### config.mk
export PLATFORM = sky130hd
export DESIGN_NAME = exc_vector_unit
export DESIGN_NICKNAME = d
export VERILOG_FILES = /design/src/rtl/exv_pkg.sv /design/src/rtl/exv_vector_table.sv /design/src/rtl/exv_mode_ctl.sv /design/src/rtl/exv_restart.sv /design/src/rtl/exc_vector_unit.sv
export SDC_FILE = /design/constraint.sdc
export NUM_CORES = 1
export LEC_CHECK = 0
export ABC_CLOCK_PERIOD_IN_PS = 5200
export BUFFER_PORTS_ARGS = -buffer_cell sky130_fd_sc_hd__buf_4
export CAP_MARGIN = 20
export CORE_MARGIN = 8
export CORE_UTILIZATION = 41
export DETAILED_ROUTE_END_ITERATION = 7
export GPL_ROUTABILITY_DRIVEN = 0
export PLACE_DENSITY = 0.67
export SETUP_SLACK_MARGIN = 0.15
export SLEW_MARGIN = 15
export SYNTH_ARGS = -nofsm -noshare
export SYNTH_HDL_FRONTEND = slang
export SYNTH_SLANG_ARGS = --single-unit
### constraint.sdc
create_clock -name clk -period 5.2 [get_ports clk]
set_input_delay 0.26 -clock clk [delete_from_list [all_inputs] [get_ports clk]]
set_output_delay 0.26 -clock clk [all_outputs]
set_load 0.005 [all_outputs]
### src/rtl/exv_pkg.sv
// Package exv_pkg
// Shared event codes and the vector-offset and trap-class tables for the
// exception vector unit. Assumes a 4-bit event code in which all 16 values
// are defined.
package exv_pkg;
    localparam int CODE_W = 4;
    localparam int OFF_W  = 14;

    typedef enum logic [CODE_W-1:0] {
        EV_RESET  = 4'd0,  EV_MCHK   = 4'd1,  EV_ARITH  = 4'd2,  EV_INTR   = 4'd3,
        EV_NDTB   = 4'd4,  EV_PDTB   = 4'd5,  EV_ALIGN  = 4'd6,  EV_DFAULT = 4'd7,
        EV_DACV   = 4'd8,  EV_IMISS  = 4'd9,  EV_IFAULT = 4'd10, EV_IACV   = 4'd11,
        EV_UNIMPL = 4'd12, EV_FPDIS  = 4'd13, EV_FWCALL = 4'd14, EV_IOVF   = 4'd15
    } ev_code_e;

    // Vector offset for an event; bit 0 always marks privileged mode
    function automatic logic [OFF_W-1:0] vec_offset(ev_code_e c);
        case (c)
            EV_RESET:             return 14'h0001;
            EV_MCHK:              return 14'h0401;
            EV_ARITH, EV_IOVF:    return 14'h0501;
            EV_INTR:              return 14'h0101;
            EV_NDTB:              return 14'h0201;
            EV_PDTB:              return 14'h0281;
            EV_ALIGN:             return 14'h0301;
            EV_DFAULT, EV_DACV:   return 14'h0381;
            EV_IMISS, EV_IFAULT:  return 14'h0181;
            EV_IACV:              return 14'h0081;
            EV_UNIMPL:            return 14'h0481;
            EV_FPDIS:             return 14'h0581;
            default:              return 14'h2001;
        endcase
    endfunction

    // Trap-class events restart after the instruction that raised them
    function automatic logic is_trap(ev_code_e c);
        return (c == EV_ARITH) || (c == EV_IOVF) || (c == EV_FWCALL);
    endfunction
endpackage

### src/rtl/exv_vector_table.sv
// Module exv_vector_table
// Turns an event code into its target address (base + offset) and a
// trap-class flag. Purely combinational. Assumes PC_W is wider than the
// offset field.
module exv_vector_table
    import exv_pkg::*;
#(
    parameter int PC_W = 32
) (
    input  logic [CODE_W-1:0] code,
    input  logic [PC_W-1:0]   base,
    output logic [PC_W-1:0]   target,
    output logic              trap
);
    localparam int PAD_W = PC_W - OFF_W;

    logic [OFF_W-1:0] off;

    // Look up the offset and class, then add the offset to the base
    always_comb begin
        off    = vec_offset(ev_code_e'(code));
        trap   = is_trap(ev_code_e'(code));
        target = base + {{PAD_W{1'b0}}, off};
    end
endmodule

### src/rtl/exv_mode_ctl.sv
// Module exv_mode_ctl
// Sorts the requests of one cycle into actions: take an event, return
// legally or return illegally. It also picks the shadow enter/exit requests
// and the effective event code. Assumes bit 0 of the PC flags privileged mode.
module exv_mode_ctl
    import exv_pkg::*;
(
    input  logic              ev_valid,
    input  logic [CODE_W-1:0] ev_code,
    input  logic              ret_req,
    input  logic              priv,
    input  logic              saved_priv,
    output logic              take,
    output logic              ret_ok,
    output logic              ret_bad,
    output logic [CODE_W-1:0] eff_code,
    output logic              enter_shadow,
    output logic              leave_shadow
);
    // Event beats return; an illegal return becomes an unimplemented-opcode event
    always_comb begin
        ret_ok       = ret_req && !ev_valid && priv;
        ret_bad      = ret_req && !ev_valid && !priv;
        take         = ev_valid || ret_bad;
        eff_code     = ev_valid ? ev_code : EV_UNIMPL;
        enter_shadow = take && !priv;
        leave_shadow = ret_ok && !saved_priv;
    end


    exclusive_actions_chk: assert final ($countones({take, ret_ok}) <= 1);
endmodule

### src/rtl/exv_restart.sv
// Module exv_restart
// Next value of the exception address register. A taken event saves the PC
// (plus one instruction for traps), except for an interrupt in privileged
// mode. Otherwise a control write loads data with bit 1 cleared.
module exv_restart
    import exv_pkg::*;
#(
    parameter int PC_W  = 32,
    parameter int STEP  = 4
) (
    input  logic              take,
    input  logic [CODE_W-1:0] code,
    input  logic              trap,
    input  logic              priv,
    input  logic [PC_W-1:0]   cur_pc,
    input  logic              wr_en,
    input  logic [PC_W-1:0]   wr_data,
    input  logic [PC_W-1:0]   exc_q,
    output logic [PC_W-1:0]   exc_d
);
    localparam logic [PC_W-1:0] STEP_V   = PC_W'(STEP);
    localparam logic [PC_W-1:0] BIT1_CLR = ~(PC_W'(2));

    logic keep;

    // Choose the restart address by event class, then control write, then hold
    always_comb begin
        keep = (ev_code_e'(code) == EV_INTR) && priv;
        if (take) begin
            if (keep)      exc_d = exc_q;
            else if (trap) exc_d = cur_pc + STEP_V;
            else           exc_d = cur_pc;
        end else if (wr_en) begin
            exc_d = wr_data & BIT1_CLR;
        end else begin
            exc_d = exc_q;
        end
    end
endmodule

### src/rtl/exc_vector_unit.sv
// Module exc_vector_unit
// Top of the exception vector and return unit. Registers the redirect,
// the exception address and the single-cycle mode requests one cycle after
// the inputs are sampled. Assumes a synchronous active-low reset and that
// the reset vector base is fixed by a parameter.
module exc_vector_unit
    import exv_pkg::*;
#(
    parameter int              PC_W       = 32,
    parameter int              STEP       = 4,
    parameter logic [PC_W-1:0] RESET_BASE = 32'h0000_8000
) (
    input  logic              clk,
    input  logic              rst_n,
    input  logic              ev_valid,
    input  logic [CODE_W-1:0] ev_code,
    input  logic [PC_W-1:0]   cur_pc,
    input  logic [PC_W-1:0]   fw_base,
    input  logic              ret_req,
    input  logic              ea_wr_en,
    input  logic [PC_W-1:0]   ea_wr_data,
    output logic              redir_valid,
    output logic [PC_W-1:0]   redir_pc,
    output logic [PC_W-1:0]   redir_npc,
    output logic [PC_W-1:0]   exc_addr,
    output logic              shadow_on,
    output logic              shadow_off,
    output logic              ret_fault
);
    localparam logic [PC_W-1:0] STEP_V  = PC_W'(STEP);
    localparam logic [PC_W-1:0] RST_VEC = RESET_BASE + PC_W'(vec_offset(EV_RESET));

    logic              take, ret_ok, ret_bad, enter_sh, leave_sh, trap;
    logic [CODE_W-1:0] eff_code;
    logic [PC_W-1:0]   vec_pc, exc_d, tgt_pc;

    exv_mode_ctl u_mode (
        .ev_valid     (ev_valid),
        .ev_code      (ev_code),
        .ret_req      (ret_req),
        .priv         (cur_pc[0]),
        .saved_priv   (exc_addr[0]),
        .take         (take),
        .ret_ok       (ret_ok),
        .ret_bad      (ret_bad),
        .eff_code     (eff_code),
        .enter_shadow (enter_sh),
        .leave_shadow (leave_sh)
    );

    exv_vector_table #(.PC_W(PC_W)) u_vec (
        .code   (eff_code),
        .base   (fw_base),
        .target (vec_pc),
        .trap   (trap)
    );

    exv_restart #(.PC_W(PC_W), .STEP(STEP)) u_rst (
        .take    (take),
        .code    (eff_code),
        .trap    (trap),
        .priv    (cur_pc[0]),
        .cur_pc  (cur_pc),
        .wr_en   (ea_wr_en),
        .wr_data (ea_wr_data),
        .exc_q   (exc_addr),
        .exc_d   (exc_d)
    );

    // Redirect target: the vector for an event, the saved address for a return
    always_comb tgt_pc = take ? vec_pc : exc_addr;

    // Register the outputs; reset leaves the reset vector in place
    always_ff @(posedge clk) begin
        if (!rst_n) begin
            redir_valid <= 1'b1;
            redir_pc    <= RST_VEC;
            redir_npc   <= RST_VEC + STEP_V;
            exc_addr    <= '0;
            shadow_on   <= 1'b1;
            shadow_off  <= 1'b0;
            ret_fault   <= 1'b0;
        end else begin
            redir_valid <= take || ret_ok;
            if (take || ret_ok) begin
                redir_pc  <= tgt_pc;
                redir_npc <= tgt_pc + STEP_V;
            end
            exc_addr    <= exc_d;
            shadow_on   <= enter_sh;
            shadow_off  <= leave_sh;
            ret_fault   <= ret_bad;
        end
    end


    priv_intr_keeps_addr_chk: assert property (@(posedge clk) disable iff (!rst_n)
        (ev_valid && ev_code == EV_INTR && cur_pc[0]) |=> $stable(exc_addr));


    shadow_enter_chk: assert property (@(posedge clk) disable iff (!rst_n)
        (ev_valid && !cur_pc[0]) |=> (shadow_on && !shadow_off));


    shadow_stay_chk: assert property (@(posedge clk) disable iff (!rst_n)
        (ev_valid && cur_pc[0]) |=> !shadow_on);


    illegal_return_chk: assert property (@(posedge clk) disable iff (!rst_n)
        (ret_req && !ev_valid && !cur_pc[0]) |=> (ret_fault && redir_valid && shadow_on));


    ctl_write_mask_chk: assert property (@(posedge clk) disable iff (!rst_n)
        (ea_wr_en && !ev_valid && !ret_req) |=> (!redir_valid && !exc_addr[1]));


    idle_quiet_chk: assert property (@(posedge clk) disable iff (!rst_n)
        (!ev_valid && !ret_req) |=> (!redir_valid && !shadow_on && !shadow_off && !ret_fault));


    redirect_bit0_chk: assert property (@(posedge clk) disable iff (!rst_n)
        (ev_valid && !fw_base[0]) |=> (redir_valid && redir_pc[0]));
endmodule

==> PnR_summary.wiki, run 1 <==
{| class="wikitable"
! Metric !! Value
|-
| Worst path cell trace || buf_4 -> and2_1 -> ha_1 -> o21ai_0 -> mux2i_1 -> nor2b_1 -> ha_1 -> nand4_1 -> o21ai_0 -> a21oi_1 -> or4b_2 -> a211oi_1 -> o211ai_1 -> nor4_1 -> xnor2_1 -> o21ai_1
|-
| Count of standard-cell rows || 45
|-
| Arr. time, crit path || 4.41 ns
|-
| Worst IR Drop VDD || 0.159 mV
|-
| Start point of the critical path || ev_valid
|-
| Initial Util || 42.1%
|-
| Top cell type by total area after synthesis || sky130_fd_sc_hd__dfxtp_1
|-
| H-tree depth || 3
|-
| Number of gates resized after CTS || 0
|-
| Classification of the worst-slack hold path || in2reg
|-
| Main combinational cell family by area after synthesis || simple AND/OR/NAND/NOR gates
|-
| Path depth of the worst reg2reg path || 11
|-
| First-pass GRT wire length || 33.1 mm
|-
| Min Tclk post-route || 4.21 ns
|-
| IO Count || 205
|-
| Launch instance of the worst register-to-register path || exc_addr[3]
|-
| Category of cells accounting for the largest share of critical-path delay || simple AND/OR/NAND/NOR gates
|-
| Worst reg-to-reg setup slack || 2.32 ns
|-
| Share of synthesized area occupied by flip-flops and latches || 30.5%
|-
| Number of synthesis warnings || 0
|-
| Cts bufs inserted || 9
|-
| Area growth syn-to-layout || 30.7%
|-
| Outcome || complete, no violations
|-
| Final setup violation count || 0
|-
| Post-synthesis mux area share || 1.19%
|-
| Compound-gate portion of the synthesized area || 25.5%
|-
| Post-CTS clock slew at the launch and capture registers of the worst setup and hold paths || 0.07 ns
|-
| CTS tree || built
|-
| Data required time at the worst endpoint || 5.40 ns
|-
| Flip-flop and latch count after synthesis || 98
|-
| Critical Path Sink Type || register
|-
| Mapped Cells || 836
|-
| Number of inserted diodes || 0
|-
| Vias || 6605
|-
| Via count of the first global-routing pass || 6258
|-
| WHS Endpoint || ret_fault
|-
| Clock Path Buffers || 2
|-
| Transition at the pin with the smallest max-transition slack || 1.02 ns
|-
| Overflow left after global routing || 0
|-
| Core region area || 15300 um2
|-
| Number of enable-type register cells in the synthesized netlist || 0
|-
| Post-CTS Setup Inserts || 0
|-
| Clock Skew || 0.00752 ns
|-
| Number of nets at the end of the flow || 1118
|-
| Proportion of netlist area held by the largest area contributor || 30.5%
|-
| Number of nets in the synthesized netlist || 952
|-
| Share of synthesized cell area in full adder, half adder and majority cells || 2.14%
|-
| Sinks on the clock net || 98
|-
| Portion of the clock cycle consumed by the worst path in the final layout || 81.0%
|-
| Hold Vio Cnt, Final || 0
|-
| Hold_buf cts || 0
|-
| Asr flop ratio synth || 0%
|-
| RSZ-0062 raised after global routing || false
|-
| Worst setup slack before clock tree synthesis || 0.679 ns
|-
| Count of unresolved DRC violations after routing || 0
|-
| Global-route total usage across every layer || 20.6%
|-
| Xor-xnor portion of the synthesized cell area || 9.14%
|-
| Final Slew Violations || 0
|-
| Fmax || 237 MHz
|-
| End of the worst register-to-register path || redir_npc[30]
|-
| Area of the mapped netlist || 6420 um2
|-
| Routed wire length || 21.2 mm
|-
| Final routed wire length divided by cell count || 17.4 um
|-
| Length of the first detailed-routing pass in iterations || 5
|-
| Worst hold path stage count || 2
|-
| Fraction of layout instances using a drive strength above 1 || 25.1%
|-
| Critical Path Max Stage Delay || 0.68 ns
|-
| Die outline width || 141 um
|-
| Port bufs || 203
|-
| Antenna-violating nets left || 0
|-
| CTS root buffer || sky130_fd_sc_hd__clkbuf_16
|-
| CP Class || in2reg
|-
| Highest fanout seen on the critical path || 26
|-
| Areal power density over the cells || 261 nW/um2
|-
| Reported leakage power || 3.37 nW
|-
| Count of buffering cells on the critical path with inverters included || 1
|-
| Tot Pwr || 0.00219 W
|-
| Insertion delay to the later sink of the worst-skew pair || 0.35 ns
|-
| Most area-consuming cells after synthesis || sky130_fd_sc_hd__dfxtp_1 31%, sky130_fd_sc_hd__nand2_1 6.5%, sky130_fd_sc_hd__o21ai_0 5.8%, sky130_fd_sc_hd__xor2_1 4.6%, sky130_fd_sc_hd__xnor2_1 4.5%
|-
| Number of library cell types mapped by synthesis || 83
|-
| Simple-gate area share of the yosys netlist || 26.2%
|-
| Hold path start || cur_pc[0]
|-
| Via count normalized by instance count || 5.42
|-
| Primary flip-flop cell chosen by synthesis mapping || sky130_fd_sc_hd__dfxtp_1
|-
| Number of maximum-capacitance violations || 0
|-
| DIE AREA || 19900 um2
|-
| Pin count of the biggest net entering global routing || 59
|-
| Total Neg Setup Slack || 0 ns
|-
| Mean instance size in the synthesized netlist || 7.68 um2
|-
| Worst rel slew slack || 32.1%
|-
| Die Ht || 141 um
|-
| Antenna violations before repair || 0
|-
| Count of filler cells inserted in the layout || 1503
|-
| Slowest stage cell, crit path || sky130_fd_sc_hd__or4b_2
|-
| Worst setup margin || 0.988 ns
|-
| HPWL after detailed placement || 16.7 mm
|-
| Element type at the critical path start || input pin
|-
| Number of DRC violations after detailed-routing iteration 0 || 414
|}
-- registers in the layout, indices dropped and copies added, names as in the netlist --
signal	flops
exc_addr	32
redir_pc	32
redir_npc	30
redir_valid	1
ret_fault	1
shadow_off	1
shadow_on	1
-- per-layer routing --
layer	up-vias	routed length [um]	part of all wire, %	GRT usage (%)
li1	3365	-	-	-
met1	2982	9830	46	27.0
met2	232	9180	43	31.6
met3	26	1730	8.1	5.91
met4	0	475	2.2	7.58
met5	-	0	0	0
-- synthesized netlist by cell type, types with 3 or more instances --
library cell / instances
sky130_fd_sc_hd__a2111oi_0: 4
sky130_fd_sc_hd__a211o_1: 3
sky130_fd_sc_hd__a211oi_1: 23
sky130_fd_sc_hd__a21o_1: 3
sky130_fd_sc_hd__a21oi_1: 47
sky130_fd_sc_hd__a221oi_1: 4
sky130_fd_sc_hd__a22o_1: 11
sky130_fd_sc_hd__a31oi_1: 17
sky130_fd_sc_hd__and2_1: 9
sky130_fd_sc_hd__and3_1: 12
sky130_fd_sc_hd__and4_1: 4
sky130_fd_sc_hd__buf_1: 5
sky130_fd_sc_hd__buf_2: 7
sky130_fd_sc_hd__buf_4: 6
sky130_fd_sc_hd__buf_6: 5
sky130_fd_sc_hd__clkbuf_1: 35
sky130_fd_sc_hd__dfxtp_1: 98
sky130_fd_sc_hd__ha_1: 11
sky130_fd_sc_hd__inv_1: 13
sky130_fd_sc_hd__mux2i_1: 5
sky130_fd_sc_hd__nand2_1: 112
sky130_fd_sc_hd__nand3_1: 32
sky130_fd_sc_hd__nand3b_1: 3
sky130_fd_sc_hd__nand4_1: 17
sky130_fd_sc_hd__nor2_1: 58
sky130_fd_sc_hd__nor2b_1: 29
sky130_fd_sc_hd__nor3_1: 11
sky130_fd_sc_hd__nor3b_1: 3
sky130_fd_sc_hd__nor4_1: 11
sky130_fd_sc_hd__o211ai_1: 5
sky130_fd_sc_hd__o21a_1: 11
sky130_fd_sc_hd__o21ai_0: 75
sky130_fd_sc_hd__o21ai_1: 3
sky130_fd_sc_hd__o31ai_1: 6
sky130_fd_sc_hd__or3_1: 10
sky130_fd_sc_hd__or4_1: 3
sky130_fd_sc_hd__xnor2_1: 33
sky130_fd_sc_hd__xor2_1: 34
-- layout by cell type, fill, tap and decap left out, types with 29 or more instances in the layout --
cell type,n
sky130_fd_sc_hd__xnor2_1,33
sky130_fd_sc_hd__o21ai_0,74
sky130_fd_sc_hd__nor2b_1,29
sky130_fd_sc_hd__nand3_1,32
sky130_fd_sc_hd__dfxtp_1,98
sky130_fd_sc_hd__nand2_1,112
sky130_fd_sc_hd__nor2_1,58
sky130_fd_sc_hd__a21oi_1,47
sky130_fd_sc_hd__buf_4,213
sky130_fd_sc_hd__xor2_1,34
-- stage by stage --
step / instance area [um2] / hold WS [ns] / util (%) / std cells
after global placement: 8030 / 0.431 / 52.6 / 1201
after detailed placement: 8030 / 0.442 / 52.6 / 1201
after CTS: 8370 / 0.147 / 54.9 / 1217
after global routing: 8400 / 0.152 / 55.0 / 1218
after floorplan: 6420 / 0.332 / - / 836
final: 8400 / 0.153 / 55.0 / 1218
-- worst max path at each step --
| stage | endpoint | slack [ns] | cells past startpoint |
|---|---|---|---|
| after floorplan | redir_npc[28] | 0.75 | 19 |
| after global placement | redir_npc[30] | 0.75 | 16 |
| after detailed placement | redir_npc[30] | 0.68 | 16 |
| after CTS | redir_npc[30] | 1.05 | 16 |
| after global routing | redir_npc[27] | 0.71 | 16 |
| final | redir_npc[30] | 0.99 | 16 |
-- cells by family after synthesis --
group                      after synthesis
and+or+nand+nor                        332
AOI/OAI and AO/OA                      249
DFF                                     98
buffers and inverters                   72
xor gates and xnor gates                67
adders and majority gates               11
muxes                                    7
-- area by class of cell --
cell class	count	area, um2	area share, %
inverters	13	48.8	0.581
repair buffers	214	1630	19.4
clock buffers	10	229	2.73
flip-flops and latches	98	1960	23.4
multi-input cells	666	4150	49.5
clock inverters	6	113	1.34
well taps	211	264	3.14
-- where the power goes --
group / switching, W / internal [W] / total, W
registers: 0.0000537 / 0.000817 / 0.000871
logic: 0.000282 / 0.000264 / 0.000546
clock network: 0.000299 / 0.000472 / 0.000771
total: 0.000635 / 0.00155 / 0.00219
Power figures use the tool's default switching activity.
==> run 2: changes to the inputs <==
Settings changed: ABC_CLOCK_PERIOD_IN_PS 5200 to 4000.
Clock period 5.2 ns to 4 ns, I/O delays scaled along.
==> run 2 against run 1 <==
  * Wire length up 3.3%
  * Utilization up 1.4 points
  * Cell area up 2.5%
  * Sequential share of layout area down 0.57 points
  * Die area unchanged
  * Cell count up 1.3%
  * First-iteration DRC count down 26%
  * Highest routed layer unchanged
==> PnR_summary.wiki, run 2 (synthesis results as in run 1) <==
{| class="wikitable"
! Metric !! Value
|-
| DIE AREA || 19900 um2
|-
| Worst IR Drop VDD || 0.206 mV
|-
| CTS root buffer || sky130_fd_sc_hd__clkbuf_16
|-
| Clock Skew || 0.0107 ns
|-
| Worst rel slew slack || 32.1%
|-
| Transition at the pin with the smallest max-transition slack || 1.01 ns
|-
| Minimum hold slack || 0.121 ns
|-
| IO Count || 205
|-
| Arr. time, crit path || 3.81 ns
|-
| Category of cells accounting for the largest share of critical-path delay || simple AND/OR/NAND/NOR gates
|-
| Insertion delay to the later sink of the worst-skew pair || 0.35 ns
|-
| Data required time at the worst endpoint || 4.19 ns
|-
| Area growth syn-to-layout || 34.0%
|-
| Count of buffering cells on the critical path with inverters included || 2
|-
| Global-route total usage across every layer || 21.2%
|-
| Number of DRC violations after detailed-routing iteration 0 || 307
|-
| Crit. path cell count || 17
|-
| Path depth of the worst reg2reg path || 11
|-
| Port bufs || 203
|-
| Hold Vio Cnt, Final || 0
|-
| Most common cell after layout, fill and taps aside || sky130_fd_sc_hd__buf_4
|-
| Routed wire length || 21.9 mm
|-
| Number of maximum-capacitance violations || 0
|-
| CTS tree || built
|-
| Number of inserted diodes || 0
|-
| First-pass GRT wire length || 34.2 mm
|-
| Area post-placement || 8270 um2
|-
| Pin count of the biggest net entering global routing || 70
|-
| Overflow left after global routing || 0
|-
| Worst path cell trace || buf_4 -> and2_4 -> ha_4 -> o21ai_1 -> mux2i_1 -> nor2b_1 -> ha_1 -> nand4_1 -> o21a_1 -> o21a_1 -> buf_4 -> or3_1 -> a31o_2 -> or2_2 -> nor4_2 -> xor2_1 -> o21ai_0
|-
| Fmax || 276 MHz
|-
| Outcome || complete, no violations
|-
| Die Ht || 141 um
|-
| Number of nets at the end of the flow || 1134
|-
| Die outline width || 141 um
|-
| Core region area || 15300 um2
|-
| Hold_buf cts || 0
|-
| Min Tclk post-route || 3.62 ns
|-
| Critical Path Max Stage Delay || 0.46 ns
|-
| Clock Path Buffers || 2
|-
| Classification of the worst-slack hold path || in2reg
|-
| Cts bufs inserted || 9
|-
| Length of the first detailed-routing pass in iterations || 4
|-
| Portion of the clock cycle consumed by the worst path in the final layout || 90.5%
|-
| Highest-count cells in the layout ignoring fill and taps || 230 x sky130_fd_sc_hd__buf_4, 112 x sky130_fd_sc_hd__nand2_1, 98 x sky130_fd_sc_hd__dfxtp_1
|-
| Highest fanout seen on the critical path || 9
|-
| Count of standard-cell rows || 45
|-
| H-tree depth || 3
|-
| CP Class || in2reg
|-
| Vias || 6772
|-
| Post-CTS Setup Inserts || 0
|-
| Final setup violation count || 0
|-
| Number of gates resized after CTS || 0
|-
| Fraction of layout instances using a drive strength above 1 || 27.7%
|-
| Initial Util || 42.1%
|-
| Post-CTS clock slew at the launch and capture registers of the worst setup and hold paths || 0.07 ns
|-
| Reported leakage power || 3.52 nW
|-
| Final routed wire length divided by cell count || 17.8 um
|-
| Slowest stage cell, crit path || sky130_fd_sc_hd__ha_1
|-
| Count of unresolved DRC violations after routing || 0
|-
| Antenna-violating nets left || 0
|-
| Largest registers || exc_addr: 32 flops, redir_pc: 32 flops, redir_npc: 30 flops
|-
| Via count of the first global-routing pass || 6432
|-
| Element type at the critical path start || input pin
|-
| Cell area after layout || 8610 um2
|-
| RSZ-0062 raised after global routing || true
|-
| Sinks on the clock net || 98
|-
| Critical Path Sink Type || register
|-
| Total Neg Setup Slack || 0 ns
|-
| Via count normalized by instance count || 5.49
|-
| Worst setup margin || 0.381 ns
|-
| Worst setup slack before clock tree synthesis || -0.0459 ns
|-
| Worst hold path stage count || 2
|-
| Areal power density over the cells || 328 nW/um2
|-
| HPWL after detailed placement || 17.2 mm
|-
| Final Slew Violations || 0
|-
| Antenna violations before repair || 0
|}
run 2: changes by cell type in the layout (fill, tap and decap cells not counted), sizes merged:
| cell | previous run | this run |
|---|---|---|
| inv | 14 | 15 |
| buf | 214 | 230 |
| bufinv | 3 | 2 |
run 2: area by class of cell:
cell class / count / area [um2]
inverters: 13 / 48.8
flip-flops and latches: 98 / 1960
clock buffers: 10 / 229
multi-input cells: 666 / 4290
repair buffers: 230 / 1730
fillers: 1514 / 6650
clock inverters: 6 / 87.6
well taps: 211 / 264
run 2: stage by stage:
step           std cells  power, W  utilization (%)
2_1_floorplan        836   0.00153                -
3_3_place_gp        1218   0.00189             54.2
3_5_place_dp        1218   0.00190             54.2
4_1_cts             1234   0.00284             56.3
5_1_grt             1234   0.00296             56.4
6_report            1234   0.00282             56.4
run 2: path summary, 6_finish.rpt:
kind / startpoint / end / slack, ns
max reg2reg: exc_addr[3] / redir_npc[28] / 1.24
max: ev_valid / redir_npc[24] / 0.38
min reg2reg: redir_pc[2] / redir_pc[2] / 0.45
min: cur_pc[0] / ret_fault / 0.12
run 2: power breakdown:
part	total (W)	internal, W	leakage [nW]	switching [W]
sequential	0.00113	0.00106	0.813	0.0000684
combinational	0.000749	0.000365	2.55	0.000384
clock	0.000941	0.000551	0.157	0.000390
total	0.00282	0.00198	3.52	0.000842
run 2: per-layer routing:
metal / vias to the layer above / global-route usage [%] / wire (um)
met5: - / 0 / 0
met4: 0 / 7.92 / 516
met3: 32 / 5.50 / 1560
met2: 219 / 32.3 / 9520
met1: 3117 / 28.1 / 10300
li1: 3404 / - / -
